--- config.mk ---
export PLATFORM = sky130hd
export DESIGN_NAME = spi_chain_frame_reg
export DESIGN_NICKNAME = d
export VERILOG_FILES = /design/src/rtl/spi_chain_frame_reg.sv
export SDC_FILE = /design/constraint.sdc
export NUM_CORES = 1
export LEC_CHECK = 0
export ABC_AREA = 1
export CAP_MARGIN = 20
export CORE_MARGIN = 2
export CORE_UTILIZATION = 45
export CTS_CLUSTER_DIAMETER = 40
export CTS_CLUSTER_SIZE = 24
export DETAILED_ROUTE_END_ITERATION = 6
export PLACE_DENSITY_LB_ADDON = 0.05
export SLEW_MARGIN = 10
export SYNTH_ARGS = -nofsm -noshare
export SYNTH_HDL_FRONTEND = slang
export SYNTH_SLANG_ARGS = --single-unit
--- constraint.sdc ---
create_clock -name clk -period 1.4 [get_ports clk]
set_input_delay 0.28 -clock clk [delete_from_list [all_inputs] [get_ports clk]]
set_output_delay 0.28 -clock clk [all_outputs]
set_load 0.03 [all_outputs]
--- src/rtl/spi_chain_frame_reg.sv ---
module spi_chain_frame_reg #(
  parameter int ADDR_W      = 2,
  parameter int DATA_W      = 8,
  parameter int SYNC_STAGES = 2
) (
  input  logic              clk,
  input  logic              rst_n,
  input  logic              sclk,
  input  logic              sdi,
  input  logic              cs_n,
  output logic              sdo_pull_low,
  output logic              load_stb,
  output logic [ADDR_W-1:0] chan_o,
  output logic [DATA_W-1:0] val_o
);
  localparam int FRAME_W = ADDR_W + DATA_W;

  logic [SYNC_STAGES-1:0] sclk_sy, sdi_sy, csn_sy;
  logic                   sclk_d, csn_d;
  logic [FRAME_W-1:0]     sr;
  logic                   sdo_bit;

  always_ff @(posedge clk or negedge rst_n) begin
    if (!rst_n) begin
      sclk_sy <= '0;
      sdi_sy  <= '0;
      csn_sy  <= '1;
      sclk_d  <= 1'b0;
      csn_d   <= 1'b1;
    end else begin
      sclk_sy <= {sclk_sy[SYNC_STAGES-2:0], sclk};
      sdi_sy  <= {sdi_sy[SYNC_STAGES-2:0], sdi};
      csn_sy  <= {csn_sy[SYNC_STAGES-2:0], cs_n};
      sclk_d  <= sclk_sy[SYNC_STAGES-1];
      csn_d   <= csn_sy[SYNC_STAGES-1];
    end
  end

  wire sclk_s    = sclk_sy[SYNC_STAGES-1];
  wire sdi_s     = sdi_sy[SYNC_STAGES-1];
  wire csn_s     = csn_sy[SYNC_STAGES-1];
  wire sclk_rise = sclk_s & ~sclk_d & ~csn_s;
  wire sclk_fall = ~sclk_s & sclk_d & ~csn_s;
  wire cs_rel    = csn_s & ~csn_d;

  always_ff @(posedge clk or negedge rst_n) begin
    if (!rst_n) begin
      sr      <= '0;
      sdo_bit <= 1'b0;
    end else begin
      if (sclk_rise) sr <= {sr[FRAME_W-2:0], sdi_s};
      if (sclk_fall) sdo_bit <= sr[FRAME_W-1];
    end
  end

  assign sdo_pull_low = ~csn_s & ~sdo_bit;

  always_ff @(posedge clk or negedge rst_n) begin
    if (!rst_n) begin
      load_stb <= 1'b0;
      chan_o   <= '0;
      val_o    <= '0;
    end else begin
      load_stb <= cs_rel;
      if (cs_rel) begin
        chan_o <= sr[FRAME_W-1:DATA_W];
        val_o  <= sr[DATA_W-1:0];
      end
    end
  end

  // new bit lands in bit 0 after a rising edge
  a_r1_shift_in: assert property (@(posedge clk) disable iff (!rst_n)
    (sclk_s && !sclk_d && !csn_s) |=> (sr[0] == $past(sdi_s)));
  // committed fields match the register of the release cycle
  a_r2_commit: assert property (@(posedge clk) disable iff (!rst_n)
    load_stb |-> ({chan_o, val_o} == $past(sr)));
  // pass-through bit moves only on falling edges
  a_r4_fall_only: assert property (@(posedge clk) disable iff (!rst_n)
    !(sclk_d && !sclk_s) |=> $stable(sdo_bit));
  // no shifting while deselected
  a_r6_idle_hold: assert property (@(posedge clk) disable iff (!rst_n)
    csn_s |=> $stable(sr));
  // line released while deselected
  a_r5_released: assert property (@(posedge clk) disable iff (!rst_n)
    csn_s |-> !sdo_pull_low);
  // strobe is one cycle wide
  a_r7_one_cycle: assert property (@(posedge clk) disable iff (!rst_n)
    load_stb |=> !load_stb);
endmodule

### Word level (Yosys, flattened, before mapping)

Index checks and enable logic that the tools add are counted.
W data, S select, Z words.

* flip-flop bits (word level): 30
* output and inout bits: 12
* word-level logic and storage cells: 21

* bitwise operators: 11

Operator list (number)
* $and A1 B1 Y1: 6
* $not A1 Y1: 5

### Depth between registers and ports, before layout

Gate-level depths: netlist of run 1.

* word-level depth: 3
* gate-level depth with buffers: 6
* depth with buffers taken out: 5

### Worst setup path after synthesis of run 1

No wires, ideal clock.

* kind: flip-flop to output port
* start point: reg csn_sy[1]
* end point: out sdo_pull_low
* arrival time: 0.791 ns
* required time: 1.120 ns
* setup slack: 0.329 ns
* stages on the path, launching flop included: 2
* path buffers: 0
* cells stage by stage: dfstp_2 -> nor2_1

* word-level cells in the longest chain between the ends: 2

Ends and longest elaborated chain
* start: declaration: RTL line 18 `logic [SYNC_STAGES-1:0] sclk_sy, sdi_sy, csn_sy;`
* start signal: assignment: RTL line 33 `csn_sy <= {csn_sy[SYNC_STAGES-2:0], cs_n};`
* $not A1 Y1: RTL line 56 `assign sdo_pull_low = ~csn_s & ~sdo_bit;`
* $and A1 B1 Y1: RTL line 56
* end: declaration: RTL line 11 `output logic sdo_pull_low,`

Every way passes these cells.

### Worst setup path in the final report of run 1

Ends and elaborated chain as after synthesis.

==> results.tsv, run 1 <==
stage	metric	value	unit
outcome	run status	finished, final reports clean	
timing	Setup Total Neg Slack	0	ps
setup_path	largest driver fanout on the critical path	2	
setup_path	data required time at the worst endpoint	1120	ps
setup_path	WS Path Type	register to output port	
global_routing	initial antenna violation count	0	
floorplan	Cell Rows	17	
clocking	clock transition at the register clock pins on the worst setup and hold paths after CTS	100	ps
route	post-DR wirelength/cell	10.95	um
timing	final worst hold slack	293.3	ps
yosys	fraction of the mapped netlist area in simple logic gates	0.2558	
power	standby leakage power	0.7474	nW
yosys	sequential-to-total area share from yosys stat	0.6979	
floorplan	starting density of the core	0.4840	
timing	setup repair after global routing missed its margin	false	
global_routing	first-pass GRT wire length	3256	um
setup_path	data arrival time of the critical path	1060	ps
global_routing	gr usage total	0.1727	
clocking	clock tree from TritonCTS	built	
floorplan	number of top-level design ports	17	
yosys	dominant combinational cell family by area after synthesis	simple AND/OR/NAND/NOR gates	
clocking	CTS Sinks	30	
finish	number of nets in the finished design	137	
global_routing	remaining global-route overflow	0	
power	overall power of the completed layout	2.103	mW
setup_path	startpoint types	register	
timing	Period minus WS final	1345	ps
route	via-per-instance ratio	4.652	
route	antenna violation net count after detailed routing	0	
global_routing	maximum number of pins on one net before global-route repair	31	
floorplan	vertical die dimension	53.02	um
yosys	synthesized-area fraction occupied by ao, oa, aoi and oai cells	0	
timing	final setup fails	0	
clocking	H-tree depth	2	
setup_path	nature of the critical path endpoint	output port	
placement	routability cong.	0.7859	
power	power density of the placed cells	1534	mW/mm^2
setup_path	beginning of the worst register-to-register path	csn_sy[1]	
yosys	Mean Syn Cell Area	10.20	um^2
global_routing	met3 Resource Use GR	0.07627	
timing	final worst slack	55.38	ps
timing	Max Slew Vio Count	0	
yosys	count of cell types in the netlist	13	
placement	placed wire-length estimate after detailed placement	1154	um
finish	Final Util	0.6140	
route	length of the first detailed-routing pass in iterations	4	
yosys	share of synthesized area spent on multiplexers	0	
yosys	Seq cells post-synth	30	
floorplan	CORE AREA	0.002233	mm^2
finish	antenna cell count	0	
yosys	mapped cell area	0.001081	mm^2
global_routing	global routing met1 resource utilization	0.2193	
clocking	buffer type at the clock tree root	sky130_fd_sc_hd__clkbuf_4	
yosys	fraction of synthesized cell area in xor and xnor cells	0	
timing	worst slew pin tran	299.1	ps
yosys	net count of the mapped netlist	111	
global_routing	via count of the first global-routing pass	734	
hold_path	type of the tightest min-delay check	input port to asynchronous set/reset pin	
timing	max frequency	0.7437	GHz
finish	share of cells above drive strength 1	0.1729	
route	number of DRC markers in iteration 0	9	
route	Detailed Route WL	1763	um
placement	Placement Setup Slack	-4.084	ps
clocking	clock latency of the later-clocked register in the worst-skew pair	330	ps
clocking	buffers from clock root to sink, at most	2	
setup_path	r2r worst-path depth	5	
floorplan	floorplan die width	53.02	um
yosys	number of warnings reported in the yosys synthesis log	0	
setup_path	slack of the worst reg-to-reg path	260	ps
placement	count of buffers from port buffering	16	
run	max capacitance violation total	0	
clocking	number of buffers added by the clock tree synthesis step	5	
route	Via Count	749	
yosys	adder-cell area share of the yosys netlist	0	
global_routing	busiest layer in global routing	met2	
finish	Fillers	191	
finish	layout overhead on the synthesized area	26.85	%
power	IR drop worst, VDD	1024	uV
timing	portion of the clock cycle consumed by the worst path in the final layout	0.9604	
floorplan	Die Outline Area	0.002811	mm^2
yosys	Mapped Cells	106	
timing	final count of hold timing violations	0	
timing	Final Skew	13.17	ps
route	post-route DRC violation count	0	
setup_path	R2R Path End	val_o[1]	
timing	Slew HR	0.8006	
global_routing	fraction of met2 tracks used by global routing	0.2479	
-- through the flow --
step / cells / cell area, um^2
after floorplan: 106 / 1081
after global placement: 153 / 1306
after detailed placement: 153 / 1306
after CTS: 161 / 1371
after global routing: 161 / 1371
final: 161 / 1371
-- worst max-delay path by stage --
stage,slack (ps),cells after the start,endpoint,start
global route,3,1,val_o[3],val_o[3]
detailed placement,-4,2,sdo_pull_low,csn_sy[1]
floorplan,330,1,sdo_pull_low,csn_sy[1]
global placement,-0.2,2,sdo_pull_low,csn_sy[1]
finish,60,2,sdo_pull_low,csn_sy[1]
CTS,-60,2,sdo_pull_low,csn_sy[1]
-- cell usage after synthesis --
cell type                 instances  share of area
sky130_fd_sc_hd__buf_2            1         0.0046
sky130_fd_sc_hd__buf_4            1         0.0069
sky130_fd_sc_hd__buf_6            2          0.021
sky130_fd_sc_hd__dfrtp_1         27           0.63
sky130_fd_sc_hd__dfstp_2          3          0.073
sky130_fd_sc_hd__inv_1            3          0.010
sky130_fd_sc_hd__inv_2            1         0.0035
sky130_fd_sc_hd__nand2_1         53           0.18
sky130_fd_sc_hd__nand2_2          1         0.0058
sky130_fd_sc_hd__nand3_1         11          0.051
sky130_fd_sc_hd__nand4_1          1         0.0058
sky130_fd_sc_hd__nor2_1           1         0.0035
sky130_fd_sc_hd__nor2_2           1         0.0058
-- power breakdown --
group          switching, mW  internal, mW
registers             0.0768         0.991
clock network          0.299         0.370
logic                  0.231         0.135
total                  0.607          1.50
-- flip-flops by register name, summed over array words and instances, names as in the netlist, 2 cells and up --
register	flops
sclk_sy	2
chan_o	2
csn_sy	2
sr	10
sdi_sy	2
val_o	8
-- worst max-delay path: stages, from the launching register on --
cell and delay, ps:
sky130_fd_sc_hd__dfstp_2 540, sky130_fd_sc_hd__nor2_1 40, sky130_fd_sc_hd__buf_2 160
-- cell usage in the layout, fill, tap and decap left out --
cell,synthesis,final
sky130_fd_sc_hd__buf_4,1,6
sky130_fd_sc_hd__clkinv_2,0,2
sky130_fd_sc_hd__inv_1,3,3
sky130_fd_sc_hd__buf_12,0,1
sky130_fd_sc_hd__nand2_1,53,53
sky130_fd_sc_hd__clkdlybuf4s50_1,0,4
sky130_fd_sc_hd__bufinv_16,0,1
sky130_fd_sc_hd__dlygate4sd2_1,0,2
sky130_fd_sc_hd__clkbuf_4,0,5
sky130_fd_sc_hd__clkbuf_2,0,1
sky130_fd_sc_hd__nor2_2,1,1
sky130_fd_sc_hd__buf_2,1,1
sky130_fd_sc_hd__nand4_1,1,1
sky130_fd_sc_hd__clkdlybuf4s15_1,0,8
sky130_fd_sc_hd__nand2_2,1,1
sky130_fd_sc_hd__nand3_1,11,11
sky130_fd_sc_hd__inv_2,1,1
sky130_fd_sc_hd__dfrtp_1,27,27
sky130_fd_sc_hd__dfstp_2,3,3
sky130_fd_sc_hd__nor2_1,1,1
-- final cells by class --
type                    instances  area (um^2)  area share
clock buffers                   5        37.54     0.02737
clock inverters                 3        40.04     0.02920
inverters                       4        15.01     0.01095
multi-input cells              68        276.5      0.2016
flip-flops and latches         30        754.5      0.5502
well taps                      28        35.03     0.02555
repair buffers                 23        212.7      0.1551
-- cell families (layout without fill, tap and decap cells) --
| group | Yosys count | after routing |
|---|---|---|
| DFF | 30 | 30 |
| and+or+nand+nor | 68 | 68 |
| buffers and inverters | 8 | 35 |
-- layer usage --
layer	up-vias	wire length, um
met4	0	42
li1	374	-
met2	16	798
met3	5	104
met5	-	0
met1	354	818
-- timing repair --
action / in CTS / in global routing
pin swaps: 0 / 0
hold buffers: 0 / 0
resized for setup: 14 / 12
setup buffers: 0 / 0
endpoints found under the setup margin: 12 / 10
(Power assumes the default switching activity.)
==> run 2: changes to the inputs <==
DONT_BUFFER_PORTS = 1   (was unset)
==> results.tsv, run 2 (same netlist as run 1, synthesis figures left out) <==
stage	metric	value	unit
outcome	run status	finished, final reports clean	
timing	portion of the clock cycle consumed by the worst path in the final layout	0.9467	
power	sw power	0.5766	mW
timing	Period minus WS final	1325	ps
route	via-per-instance ratio	4.804	
floorplan	floorplan die width	53.02	um
timing	Slew HR	0.7923	
placement	placed wire-length estimate after detailed placement	1137	um
power	proportion of power drawn by combinational gates	0.096	
timing	max frequency	0.7545	GHz
hold_path	type of the tightest min-delay check	register to register	
setup_path	data arrival time of the critical path	1050	ps
power	portion of total power attributed to sequential cells	0.631	
route	number of DRC markers in iteration 0	6	
clocking	number of buffers added by the clock tree synthesis step	5	
setup_path	cells along the critical path	nor2_2 -> buf_6	
clocking	clock latency of the later-clocked register in the worst-skew pair	320	ps
finish	Fillers	207	
setup_path	beginning of the worst register-to-register path	csn_sy[1]	
route	Via Count	711	
finish	largest registers ranked by flip-flop count	sr x10, val_o x8	
timing	worst slew pin tran	311.5	ps
power	IR drop worst, VDD	969.4	uV
floorplan	number of top-level design ports	17	
placement	routability cong.	0.7176	
clocking	buffers from clock root to sink, at most	2	
setup_path	largest driver fanout on the critical path	3	
setup_path	data required time at the worst endpoint	1120	ps
route	antenna violation net count after detailed routing	0	
clocking	buffer type at the clock tree root	sky130_fd_sc_hd__clkbuf_4	
run	max capacitance violation total	0	
timing	final count of hold timing violations	0	
global_routing	gr usage total	0.1769	
finish	number of nets in the finished design	124	
clocking	H-tree depth	2	
timing	Final Skew	7.059	ps
power	internal power contribution	1.309	mW
power	power density of the placed cells	1503	mW/mm^2
floorplan	starting density of the core	0.4840	
route	length of the first detailed-routing pass in iterations	4	
power	clock network power share	0.273	
finish	most common cell after layout, fill and taps aside	sky130_fd_sc_hd__nand2_1	
global_routing	first-pass GRT wire length	3243	um
setup_path	startpoint types	register	
global_routing	maximum number of pins on one net before global-route repair	31	
floorplan	Die Outline Area	0.002811	mm^2
clocking	clock transition at the register clock pins on the worst setup and hold paths after CTS	90	ps
placement	count of buffers from port buffering	0	
global_routing	initial antenna violation count	0	
power	fraction of power spent switching nets	0.3058	
finish	share of cells above drive strength 1	0.1750	
timing	final setup fails	0	
hold_path	hold path startpoint	csn_sy[0]	
finish	area taken by multi-input logic gates	286.5	um^2
finish	flip-flop count of the largest register, all copies and words added	10	
setup_path	WS Path Type	register to output port	
placement	placed instance area	0.001104	mm^2
setup_path	biggest cell delay along the critical path	560	ps
timing	Max Slew Vio Count	0	
floorplan	Cell Rows	17	
route	Detailed Route WL	1835	um
finish	cell area after layout	0.001255	mm^2
clocking	clock tree from TritonCTS	built	
finish	antenna cell count	0	
finish	Final Util	0.5619	
clocking	CTS Sinks	30	
route	post-route DRC violation count	0	
finish	register with the most flip-flops	sr	
power	standby leakage power	0.6775	nW
finish	most frequent cells in the layout	52 x sky130_fd_sc_hd__nand2_1, 27 x sky130_fd_sc_hd__dfrtp_1, 11 x sky130_fd_sc_hd__nand3_1	
setup_path	cell with the biggest individual delay on the critical path	sky130_fd_sc_hd__dfstp_2	
global_routing	remaining global-route overflow	0	
finish	Sequential Area	754.5	um^2
setup_path	crit path from	csn_sy[1]	
route	post-DR wirelength/cell	12.40	um
timing	setup repair after global routing missed its margin	false	
timing	final worst hold slack	349.2	ps
floorplan	vertical die dimension	53.02	um
global_routing	via count of the first global-routing pass	734	
timing	Setup Total Neg Slack	0	ps
setup_path	nature of the critical path endpoint	output port	
finish	layout overhead on the synthesized area	16.09	%
floorplan	CORE AREA	0.002233	mm^2
-- run 2: changes by cell type in the layout (fill, tap and decap cells not counted), sizes merged --
cell           previous run  this run
bufinv                    1         0
clkdlybuf4s15             8         0
dlygate4sd2               2         0
clkinv                    2         1
clkbuf                    6         7
clkdlybuf4s50             4         0
buf                       8         6
dlygate4sd3               0         4
-- run 2: worst paths after layout --
kind | to | slack (ps) | depth (start not counted)
setup / recovery | sdo_pull_low | 70 | 2
hold / removal | csn_sy[1] | 350 | 0
setup reg to reg | val_o[7] | 180 | 5
hold reg to reg | csn_sy[1] | 350 | 0
max in group asynchronous | csn_sy[0] | 770 | 2
min in group asynchronous | chan_o[1] | 380 | 2
-- run 2: per-stage QoR --
stage,instances,total power [mW],worst slack [ps]
6_report,148,1.886,74.63
5_1_grt,148,2.019,4.899
4_1_cts,148,1.913,28.74
3_5_place_dp,133,1.348,140.5
3_3_place_gp,133,1.342,165.2
2_1_floorplan,106,1.304,329.4
-- run 2: critical path, delay by kind of cell, from the launching register on --
| family | cells | cell delay (ps) |
|---|---|---|
| buf+inv | 1 | 130 |
| flops | 1 | 560 |
| simple gates | 1 | 40 |
-- run 2: timing repair --
| action | 4_1_cts | 5_1_grt |
|---|---|---|
| resized for setup | 0 | 5 |
| hold buffers | 5 | 0 |
| pin swaps | 0 | 1 |
| endpoints found under the hold margin | 33 | 0 |
| buffers inserted | 2 | 0 |
| endpoints found under the setup margin | 1 | 21 |
-- run 2: power by group through the flow --
stage               clock network [mW]  registers [mW]  logic [mW]
finish                           0.515            1.19       0.181
global route                     0.594            1.21       0.214
CTS                              0.543            1.19       0.180
detailed placement                   0            1.21       0.141
global placement                     0            1.21       0.136
floorplan                            0            1.18       0.120
-- run 2: final cells by class --
cell class / count / area share
clock buffer: 7 / 0.04387
clock inverter: 1 / 0.003988
inverter: 4 / 0.01396
multi-input combinational: 68 / 0.2283
sequential: 30 / 0.6012
tap: 28 / 0.02792
timing repair buffer: 10 / 0.08076
-- run 2: routing by layer --
layer	wire length, um	track usage
met4	49	0.1026
met2	830	0.2625
met5	0	0
met3	107	0.08757
met1	848	0.2056
==> run 3: changes to the inputs <==
DONT_BUFFER_PORTS = unset   (was 1)
clock period = 1.3 ns   (was 1.4 ns; I/O delays follow)
==> results.tsv, run 3 (same netlist as run 1, synthesis figures left out) <==
stage	metric	value	unit
clocking	CTS Sinks	30	
finish	antenna cell count	0	
global_routing	gr usage total	0.1621	
finish	Sequential Area	754.5	um^2
finish	register with the most flip-flops	sr	
floorplan	Die Outline Area	0.002811	mm^2
placement	Placement Setup Slack	-80.49	ps
finish	number of nets in the finished design	137	
clocking	buffers from clock root to sink, at most	2	
global_routing	met3 Resource Use GR	0.05085	
clocking	buffer type at the clock tree root	sky130_fd_sc_hd__clkbuf_4	
finish	most common cell after layout, fill and taps aside	sky130_fd_sc_hd__nand2_1	
global_routing	remaining global-route overflow	0	
timing	worst slew pin tran	183.4	ps
clocking	clock latency of the later-clocked register in the worst-skew pair	320	ps
setup_path	cells along the critical path	nor2_1 -> buf_4	
floorplan	starting density of the core	0.4840	
setup_path	cell with the biggest individual delay on the critical path	sky130_fd_sc_hd__dfstp_2	
setup_path	R2R Path End	chan_o[1]	
timing	final setup fails	0	
timing	Max Slew Vio Count	0	
route	number of DRC markers in iteration 0	17	
timing	final count of hold timing violations	0	
floorplan	vertical die dimension	53.02	um
finish	area taken by multi-input logic gates	276.5	um^2
route	via-per-instance ratio	4.540	
outcome	run status	finished, final reports clean	
global_routing	via count of the first global-routing pass	745	
hold_path	type of the tightest min-delay check	input port to asynchronous set/reset pin	
route	post-route DRC violation count	0	
setup_path	beginning of the worst register-to-register path	csn_sy[1]	
run	max capacitance violation total	0	
placement	placed wire-length estimate after detailed placement	1153	um
global_routing	fraction of met2 tracks used by global routing	0.2479	
route	antenna violation net count after detailed routing	0	
global_routing	initial antenna violation count	0	
setup_path	startpoint types	register	
finish	layout overhead on the synthesized area	25.00	%
finish	flip-flop count of the largest register, all copies and words added	10	
timing	Period minus WS final	1294	ps
floorplan	CORE AREA	0.002233	mm^2
route	post-DR wirelength/cell	10.67	um
setup_path	WS Path Type	register to output port	
finish	share of cells above drive strength 1	0.2331	
setup_path	r2r worst-path depth	5	
setup_path	data arrival time of the critical path	1030	ps
timing	final worst slack	5.881	ps
placement	count of buffers from port buffering	16	
finish	Fillers	205	
clocking	H-tree depth	2	
global_routing	global routing met1 resource utilization	0.1921	
timing	max frequency	0.7727	GHz
clocking	clock transition at the register clock pins on the worst setup and hold paths after CTS	80	ps
global_routing	maximum number of pins on one net before global-route repair	31	
clocking	number of buffers added by the clock tree synthesis step	5	
route	Detailed Route WL	1718	um
clocking	clock tree from TritonCTS	built	
setup_path	biggest cell delay along the critical path	530	ps
timing	portion of the clock cycle consumed by the worst path in the final layout	0.9955	
timing	Setup Total Neg Slack	0	ps
power	IR drop worst, VDD	977.9	uV
power	power density of the placed cells	1559	mW/mm^2
timing	Final Skew	6.817	ps
route	Via Count	731	
floorplan	number of top-level design ports	17	
setup_path	nature of the critical path endpoint	output port	
finish	most frequent cells in the layout	53 x sky130_fd_sc_hd__nand2_1, 27 x sky130_fd_sc_hd__dfrtp_1, 12 x sky130_fd_sc_hd__buf_4	
floorplan	floorplan die width	53.02	um
timing	setup repair after global routing missed its margin	true	
floorplan	Cell Rows	17	
finish	largest registers ranked by flip-flop count	sr x10, val_o x8	
power	standby leakage power	0.7310	nW
global_routing	first-pass GRT wire length	3105	um
global_routing	busiest layer in global routing	met2	
setup_path	slack of the worst reg-to-reg path	150	ps
placement	routability cong.	0.7664	
timing	Slew HR	0.8773	
route	length of the first detailed-routing pass in iterations	4	
setup_path	data required time at the worst endpoint	1040	ps
setup_path	largest driver fanout on the critical path	2	
[run 3: cell type report]
type	count	area share
sequential	30	0.5583
multi-input combinational	68	0.2046
timing repair buffer	23	0.1565
clock buffer	8	0.04352
tap	28	0.02593
inverter	4	0.01111
[run 3: how the worst max path moves through the flow]
stage	startpoint	to	slack [ps]	depth (start not counted)
after global placement	csn_sy[1]	sdo_pull_low	-80	2
final	csn_sy[1]	sdo_pull_low	6	2
after floorplan	csn_sy[1]	sdo_pull_low	250	1
after detailed placement	csn_sy[1]	sdo_pull_low	-80	2
after global routing	csn_sy[1]	sdo_pull_low	-30	2
after CTS	csn_sy[1]	sdo_pull_low	-20	2
[run 3: report_power, final]
part / switching (mW) / leakage (nW) / internal, mW / total (mW)
Combinational: 0.251 / 0.313 / 0.159 / 0.410
Sequential: 0.0810 / 0.386 / 1.07 / 1.15
Clock: 0.281 / 0.0326 / 0.266 / 0.547
Total: 0.613 / 0.731 / 1.49 / 2.11
[run 3: worst max-delay path: cells and delay by family (launching register included)]
kind                   cells  cell delay, ps
buffers and inverters      1             160
DFF                        1             530
and+or+nand+nor            1              30
[run 3: through the flow]
stage | hold WS (ps) | utilization | cell area [um^2] | total power [mW] | std cells
after floorplan | -35.59 | - | 1081 | 1.404 | 106
after global placement | 333.6 | 0.5793 | 1294 | 1.583 | 153
after detailed placement | 334.7 | 0.5793 | 1294 | 1.594 | 153
after CTS | 286.1 | 0.6073 | 1356 | 2.150 | 161
after global routing | 287.4 | 0.6050 | 1351 | 2.243 | 161
final | 299.5 | 0.6050 | 1351 | 2.107 | 161
[run 3: layer usage]
| layer | routed length [um] | up-vias |
|---|---|---|
| met5 | 0 | - |
| met4 | 31 | 0 |
| met3 | 83 | 4 |
| met2 | 740 | 15 |
| met1 | 862 | 334 |
| li1 | - | 378 |
[run 3: repair_timing]
action                                 CTS  global route
endpoints found under the hold margin    0             0
hold buffers                             0             0
buffers inserted                         0             0
setup endpoints to repair                7             2
gates cloned                             0             0
gates resized for setup                 23             1
pin swaps                                1             0
